## config.mk

```make
export PLATFORM = sky130hd
export DESIGN_NAME = lru_set_tracker
export DESIGN_NICKNAME = d
export VERILOG_FILES = /design/src/rtl/lru_trk_pkg.sv /design/src/rtl/lru_touch_stage.sv /design/src/rtl/lru_victim_pick.sv /design/src/rtl/lru_set_tracker.sv
export SDC_FILE = /design/constraint.sdc
export NUM_CORES = 1
export LEC_CHECK = 0
export CAP_MARGIN = 15
export CORE_AREA = 2 2 192 194
export CTS_BUF_LIST = sky130_fd_sc_hd__clkbuf_8
export DETAILED_ROUTE_END_ITERATION = 8
export DIE_AREA = 0 0 194 196
export PLACE_DENSITY = 0.68
export SYNTH_ARGS = -nofsm -noshare
export SYNTH_HDL_FRONTEND = slang
export SYNTH_HIERARCHICAL = 1
export SYNTH_SLANG_ARGS = --single-unit
```

## constraint.sdc

```tcl
create_clock -name clk -period 14.7 [get_ports clk]
set_clock_uncertainty 0.1 [all_clocks]
set_input_delay 4.41 -clock clk [delete_from_list [all_inputs] [get_ports clk]]
set_output_delay 4.41 -clock clk [all_outputs]
set_load 0.05 [all_outputs]
```

## src/rtl/lru_trk_pkg.sv

```systemverilog
package lru_trk_pkg;
  // Order in which same-cycle touches are applied (first to last).
  typedef enum logic [1:0] {
    SRC_MEM   = 2'd0,
    SRC_FETCH = 2'd1,
    SRC_FILL  = 2'd2
  } touch_src_e;

  localparam int NUM_SRC = 3;
endpackage

```

## src/rtl/lru_touch_stage.sv

```systemverilog
module lru_touch_stage #(
  parameter int WAYS   = 16,
  parameter int WAY_W  = $clog2(WAYS),
  parameter int RANK_W = WAY_W
) (
  input  logic [WAYS*RANK_W-1:0] rank_in,
  input  logic                   touch_vld,
  input  logic [WAY_W-1:0]       touch_way,
  output logic [WAYS*RANK_W-1:0] rank_out
);
  logic [RANK_W-1:0] old_rank;

  always_comb begin
    old_rank = '0;
    for (int i = 0; i < WAYS; i++) begin
      if (WAY_W'(i) == touch_way) old_rank = rank_in[i*RANK_W +: RANK_W];
    end
  end

  always_comb begin
    rank_out = rank_in;
    if (touch_vld) begin
      for (int i = 0; i < WAYS; i++) begin
        if (WAY_W'(i) == touch_way)
          rank_out[i*RANK_W +: RANK_W] = '0;
        else if (rank_in[i*RANK_W +: RANK_W] < old_rank)
          rank_out[i*RANK_W +: RANK_W] = rank_in[i*RANK_W +: RANK_W] + RANK_W'(1);
      end
    end
  end
endmodule

```

## src/rtl/lru_victim_pick.sv

```systemverilog
module lru_victim_pick #(
  parameter int WAYS   = 16,
  parameter int WAY_W  = $clog2(WAYS),
  parameter int RANK_W = WAY_W
) (
  input  logic [WAYS*RANK_W-1:0] rank_in,
  input  logic [WAYS-1:0]        valid_in,
  output logic [WAY_W-1:0]       victim_way,
  output logic                   victim_free
);
  localparam logic [RANK_W-1:0] LRU_RANK = RANK_W'(WAYS - 1);

  logic [WAY_W-1:0] free_way;
  logic             any_free;
  logic [WAY_W-1:0] lru_way;

  always_comb begin
    free_way = '0;
    any_free = 1'b0;
    for (int i = 0; i < WAYS; i++) begin
      if (!valid_in[i] && !any_free) begin
        free_way = WAY_W'(i);
        any_free = 1'b1;
      end
    end
  end

  always_comb begin
    lru_way = '0;
    for (int i = 0; i < WAYS; i++) begin
      if (rank_in[i*RANK_W +: RANK_W] == LRU_RANK) lru_way = WAY_W'(i);
    end
  end

  assign victim_way  = any_free ? free_way : lru_way;
  assign victim_free = any_free;
endmodule

```

## src/rtl/lru_set_tracker.sv

```systemverilog
module lru_set_tracker #(
  parameter int WAYS   = 16,
  parameter int WAY_W  = $clog2(WAYS),
  parameter int RANK_W = WAY_W
) (
  input  logic                   clk,
  input  logic                   rst,
  input  logic                   fe_hit_vld_i,
  input  logic [WAY_W-1:0]       fe_hit_way_i,
  input  logic                   ms_hit_vld_i,
  input  logic [WAY_W-1:0]       ms_hit_way_i,
  input  logic                   fill_vld_i,
  input  logic [WAY_W-1:0]       fill_way_i,
  output logic [WAYS*RANK_W-1:0] rank_o,
  output logic [WAYS-1:0]        way_valid_o,
  output logic [WAY_W-1:0]       victim_way_o,
  output logic                   victim_free_o
);
  import lru_trk_pkg::*;

  logic [WAYS*RANK_W-1:0] rank_q;
  logic [WAYS-1:0]        valid_q;
  logic [WAY_W-1:0]       victim_q;
  logic                   free_q;

  logic                   src_vld [NUM_SRC];
  logic [WAY_W-1:0]       src_way [NUM_SRC];
  logic [WAYS*RANK_W-1:0] chain   [NUM_SRC+1];

  logic [WAYS-1:0]        valid_nxt;
  logic [WAY_W-1:0]       victim_nxt;
  logic                   free_nxt;

  // Sources are listed in application order: memory stage, fetch, fill.
  always_comb begin
    src_vld[SRC_MEM]   = ms_hit_vld_i;
    src_way[SRC_MEM]   = ms_hit_way_i;
    src_vld[SRC_FETCH] = fe_hit_vld_i;
    src_way[SRC_FETCH] = fe_hit_way_i;
    src_vld[SRC_FILL]  = fill_vld_i;
    src_way[SRC_FILL]  = fill_way_i;
  end

  assign chain[0] = rank_q;

  for (genvar s = 0; s < NUM_SRC; s++) begin : g_stage
    lru_touch_stage #(
      .WAYS   (WAYS),
      .WAY_W  (WAY_W),
      .RANK_W (RANK_W)
    ) stage_i (
      .rank_in   (chain[s]),
      .touch_vld (src_vld[s]),
      .touch_way (src_way[s]),
      .rank_out  (chain[s+1])
    );
  end

  always_comb begin
    valid_nxt = valid_q;
    for (int i = 0; i < WAYS; i++) begin
      if (fill_vld_i && fill_way_i == WAY_W'(i)) valid_nxt[i] = 1'b1;
    end
  end

  lru_victim_pick #(
    .WAYS   (WAYS),
    .WAY_W  (WAY_W),
    .RANK_W (RANK_W)
  ) pick_i (
    .rank_in     (chain[NUM_SRC]),
    .valid_in    (valid_nxt),
    .victim_way  (victim_nxt),
    .victim_free (free_nxt)
  );

  always_ff @(posedge clk) begin
    if (rst) begin
      for (int i = 0; i < WAYS; i++) rank_q[i*RANK_W +: RANK_W] <= RANK_W'(i);
      valid_q  <= '0;
      victim_q <= '0;
      free_q   <= 1'b1;
    end else begin
      rank_q   <= chain[NUM_SRC];
      valid_q  <= valid_nxt;
      victim_q <= victim_nxt;
      free_q   <= free_nxt;
    end
  end

  assign rank_o        = rank_q;
  assign way_valid_o   = valid_q;
  assign victim_way_o  = victim_q;
  assign victim_free_o = free_q;
endmodule

```

## Word-level counts from Yosys, hierarchy flattened

Cells that the tools add are included.

| word-level totals | value |
|---|---|
| bits of input ports | 17 |
| output and inout port bits | 85 |
| word-level logic and storage cells | 448 |
| register bits after elaboration | 85 |

| cells by class | value |
|---|---|
| $lt $le $gt $ge | 48 |
| add/subtract/negate cells | 48 |
| reduce and logical (&&, ||, !) cells | 63 |
| equal/unequal tests | 75 |
| muxes and demuxes | 210 |

Operator list:

| cell | count |
|---|---|
| two-way mux 4 bit | 167 |
| adder 4 x 1 -> 4 bit, second input constant | 48 |
| < comparator 4 bit | 48 |
| two-way mux 64 bit | 3 |
| equality test 4 bit, first input constant | 24 |
| equality test 4 bit, second input constant | 23 |
| equality test 3 x 4 -> 1 bit, first input constant | 12 |
| two-way mux 1 bit | 34 |
| logical AND 1 bit | 31 |
| zero test 1 bit | 29 |
| equality test 2 x 4 -> 1 bit, first input constant | 6 |
| equality test 4 x 3 -> 1 bit, second input constant | 4 |
| equality test 1 x 4 -> 1 bit, first input constant | 3 |
| zero test 4 bit | 3 |
| two-way mux 3 bit | 4 |
| equality test 4 x 2 -> 1 bit, second input constant | 2 |
| equality test 4 x 1 -> 1 bit, second input constant | 1 |
| two-way mux 2 bit | 2 |

## Logic depth before layout (Yosys ltp)

| depth | value |
|---|---|
| depth after elaboration | 78 |
| depth in mapped cells | 45 |
| gate-level depth less buffers | 42 |

## Modules after synthesis

The synthesis kept the hierarchy.

By module, submodules not included:

| module | times used | cells an instance | area an instance (um^2) |
|---|---|---|---|
| lru_touch_stage | 3 | 584 | 4,202.8 |
| lru_set_tracker | 1 | 289 | 2,997.9 |
| lru_victim_pick | 1 | 67 | 405.4 |

## Least setup slack after synthesis

No wires, ideal clock.

| timing | value |
|---|---|
| path kind | in2reg |
| start point | input ms_hit_way_i[0] |
| end point | register victim_q[0], in the netlist victim_way_o[0] |
| arrival time | 15.090 ns |
| stages on the path | 43 |
| path slack | -0.557 ns |
| cell sequence | buf_2 -> buf_2 -> clkbuf_1 -> clkbuf_1 -> nand2_1 -> nor3_1 -> a21oi_1 -> o21ai_0 -> ha_1 -> o21a_1 -> o21ai_0 -> a32oi_4 -> a21boi_1 -> mux2i_1 -> and2_1 -> a211oi_1 -> or3_1 -> a22o_1 -> [... 7 more ...] -> mux2i_1 -> and2_1 -> a211oi_1 -> or3_1 -> a22o_1 -> a21oi_1 -> o21ai_0 -> ha_1 -> o21a_1 -> o21ai_0 -> a32oi_4 -> a2111o_1 -> o21ai_1 -> and4_1 -> o21ai_0 -> a2111o_1 -> o211ai_1 -> nor2b_1 |

RTL lines:

| item | line | source |
|---|---|---|
| start, declared | lru_set_tracker.sv:11 | `input logic [WAY_W-1:0] ms_hit_way_i,` |
| end signal, assigned | lru_set_tracker.sv:86 | `victim_q <= victim_nxt;` |
| end, declared | lru_set_tracker.sv:23 | `logic [WAY_W-1:0] victim_q;` |

==> out/results.txt <==
Routed vias = 17,900
Combinational fraction of design power = 86.1%
Crit. End Element = flop
Clock-pin slew on the worst setup and hold paths = 120 ps
Post-CTS resize count = 0
Cell with the most instances on the worst path = nand2_1
Post-synthesis sequential area ratio = 10.6%
Cells after Synth = 2,108
Hold buffers post-CTS = 0
Worst EP required = 14,970 ps
Top FF cell, synth = dfxtp_1
Drt drc = 0
H-tree Lvls = 3
Port buffer count = 101
Max cap viols = 0
Avg Synthesized Cell Area = 7.60 µm²
Post-synth EDFFs = 0
Post-DP HPWL = 51,100 µm
Final instance area = 0.0193 mm²
Setup Viol. Count Final = 0
Core Rows = 70
Fin. max-slew vios = 0
Startpoint types = input port
Placed Area = 0.0190 mm²
Post-synth ARST share = 0%
I/O Pins = 102
Synth cell types = 62
Status = finished, final reports clean
DIE AREA = 0.0380 mm²
CTS root buf = clkbuf_8
Post-layout min period = 14,190 ps
Sum Neg Setup Slack = 0 ps
Number of global-route vias before repair = 16,900
PwrDens = 230 mW/mm²
Die Y = 196 µm
Leak pwr = 0.00769 µW
Critical-path top delay cell = clkdlybuf4s50_1
P_sw = 2300 µW
Top fanout value on the critical path = 28
Initial antenna violation count = 4
Least-Margin Pin Slew = 1030 ps
CTS tree = yes
Drt wl/cell = 22.2 µm
Peak per-stage delay on the critical path = 510 ps
Total Wirelength = 63,200 µm
Post-synth net total = 2,317
Area Overhead vs Synth = 20.3%
Vias per cell = 6.29
Final core occ = 53.4%
Clock sink total = 85
Clock Tree Buf Depth = 2
Reg power frac = 9.9%
Worst min path class = reg -> reg
CTS buffer count = 9
Pin count of the biggest net entering global routing = 90
Nets = 2,585
Worst reg2reg path depth = 45
VDD IR max = 103 µV
Most frequent cells in the layout = buf_4, nand2_1, ha_1
Area of the core = 0.0361 mm²
Synth Cell Area = 0.0160 mm²
Hold Path Stages = 2
Chip width = 194 µm
Initial Utilization = 44.4%
Post-synthesis register bit count = 85
Post-DRT Antenna Nets = 0
Clock power share = 4.1%
Int Pwr = 2140 µW
Global-route wire length before repair = 96,200 µm
Sw Ratio = 51.9%
Layout cells sized above 1 = 21.5%
CP arrival = 14,460 ps
Fmax = 70.5 MHz
GRT Residual Overflow = 0
Critical path class = in -> reg
Commonest non-fill, non-tap cell in the layout = buf_4
Initial DRC Count = 1,561
Final period utilization = 96.5%
Yosys warns = 6
Layout fillers = 3,500
Clk Latency, worst-skew pair = 430 ps
GP Congestion = 0.991
Post-CTS setup buffer count = 0
Slew margin rel. = 31.5%
Final hold viol count = 0
GRT Total Usage = 32.0%
DR pass1 iterations = 5
-- synth_stat cells (all sizes together) (37+ instances only) --
cell,n,area (µm²)
a21bo,49,490
nand2,243,912
inv,80,300
a21o,48,360
dfxtp,85,1700
a32oi,48,803
nand3,167,836
a21oi,177,886
mux2i,69,691
buf,106,751
nand2b,66,413
o21a,48,360
or2,37,231
nor2,79,297
nor2b,49,307
nor3,60,300
o21ai,145,726
a2111o,49,552
a21boi,49,368
ha,192,2400
-- critical path: cells and delay by family --
| family | cells | cell delay (ps) |
|---|---|---|
| AO/OA/AOI/OAI | 21 | 4460 |
| AND/OR/NAND/NOR | 14 | 2890 |
| buffers and inverters | 7 | 1570 |
| adder cells (fa/ha/maj) | 3 | 580 |
| multiplexers | 2 | 510 |
-- per-layer routing --
metal | wire length (µm) | track usage (%) | part of all wire [%]
met1 | 27800 | 42.8 | 44
met2 | 28100 | 52.0 | 44
met3 | 4730 | 3.70 | 7.5
met4 | 2520 | 13.9 | 4.0
met5 | 0 | 0 | 0
-- layout make-up --
class | count | area (µm²) | share of cell area [%]
Antenna cell | 1 | 2.50 | 0.0130
Clock buffer | 10 | 138 | 0.714
Clock inverter | 6 | 53.8 | 0.279
Inverter | 80 | 300 | 1.56
Multi-Input combinational cell | 1804 | 13200 | 68.6
Sequential cell | 85 | 1700 | 8.83
Tap cell | 468 | 586 | 3.04
Timing Repair Buffer | 396 | 3270 | 17.0
-- worst paths after layout --
path / slack, ps / from / end
max: 510 / ms_hit_way_i[1] / victim_way_o[0]$_SDFF_PP0_
min: 410 / way_valid_o[10]$_SDFF_PP0_ / way_valid_o[10]$_SDFF_PP0_
max reg2reg: 4700 / rank_o[5]$_SDFF_PP0_ / victim_way_o[0]$_SDFF_PP0_
min reg2reg: 410 / way_valid_o[10]$_SDFF_PP0_ / way_valid_o[10]$_SDFF_PP0_
-- metrics by stage --
stage | hold WS, ps | total power [µW] | cells | setup slack (ps)
3_3_place_gp | 387 | 4050 | 2833 | 153
6_report | 409 | 4440 | 2850 | 509
3_5_place_dp | 387 | 4150 | 2833 | 8.50
5_1_grt | 442 | 4780 | 2849 | -25.3
4_1_cts | 408 | 4340 | 2849 | 421
2_1_floorplan | 612 | 2690 | 2108 | 209
-- cell families (layout without fill, tap and decap cells) --
group / count (synthesis) / after routing / synth area share [%]
adder cells (fa/ha/maj): 192 / 192 / 15.0
other: 0 / 1 / 0
AND/OR/NAND/NOR: 824 / 824 / 28.0
buffers and inverters: 219 / 492 / 7.34
AO/OA/AOI/OAI: 704 / 704 / 33.2
multiplexers: 84 / 84 / 5.86
flip-flops: 85 / 85 / 10.6
-- power by group through the flow --
| stage | Sequential, µW | Combinational (µW) | Clock, µW |
|---|---|---|---|
| after floorplan | 375 | 2320 | 0 |
| after detailed placement | 439 | 3710 | 0 |
| after global placement | 437 | 3620 | 0 |
| final | 439 | 3820 | 180 |
| after global routing | 444 | 4150 | 189 |
| after CTS | 432 | 3730 | 182 |
-- flip-flops by register name (all words and copies together) (netlist names) --
name	count
way_valid_o	16
victim_way_o	4
victim_free_o	1
rank_o	64
(Power assumes the default switching activity.)
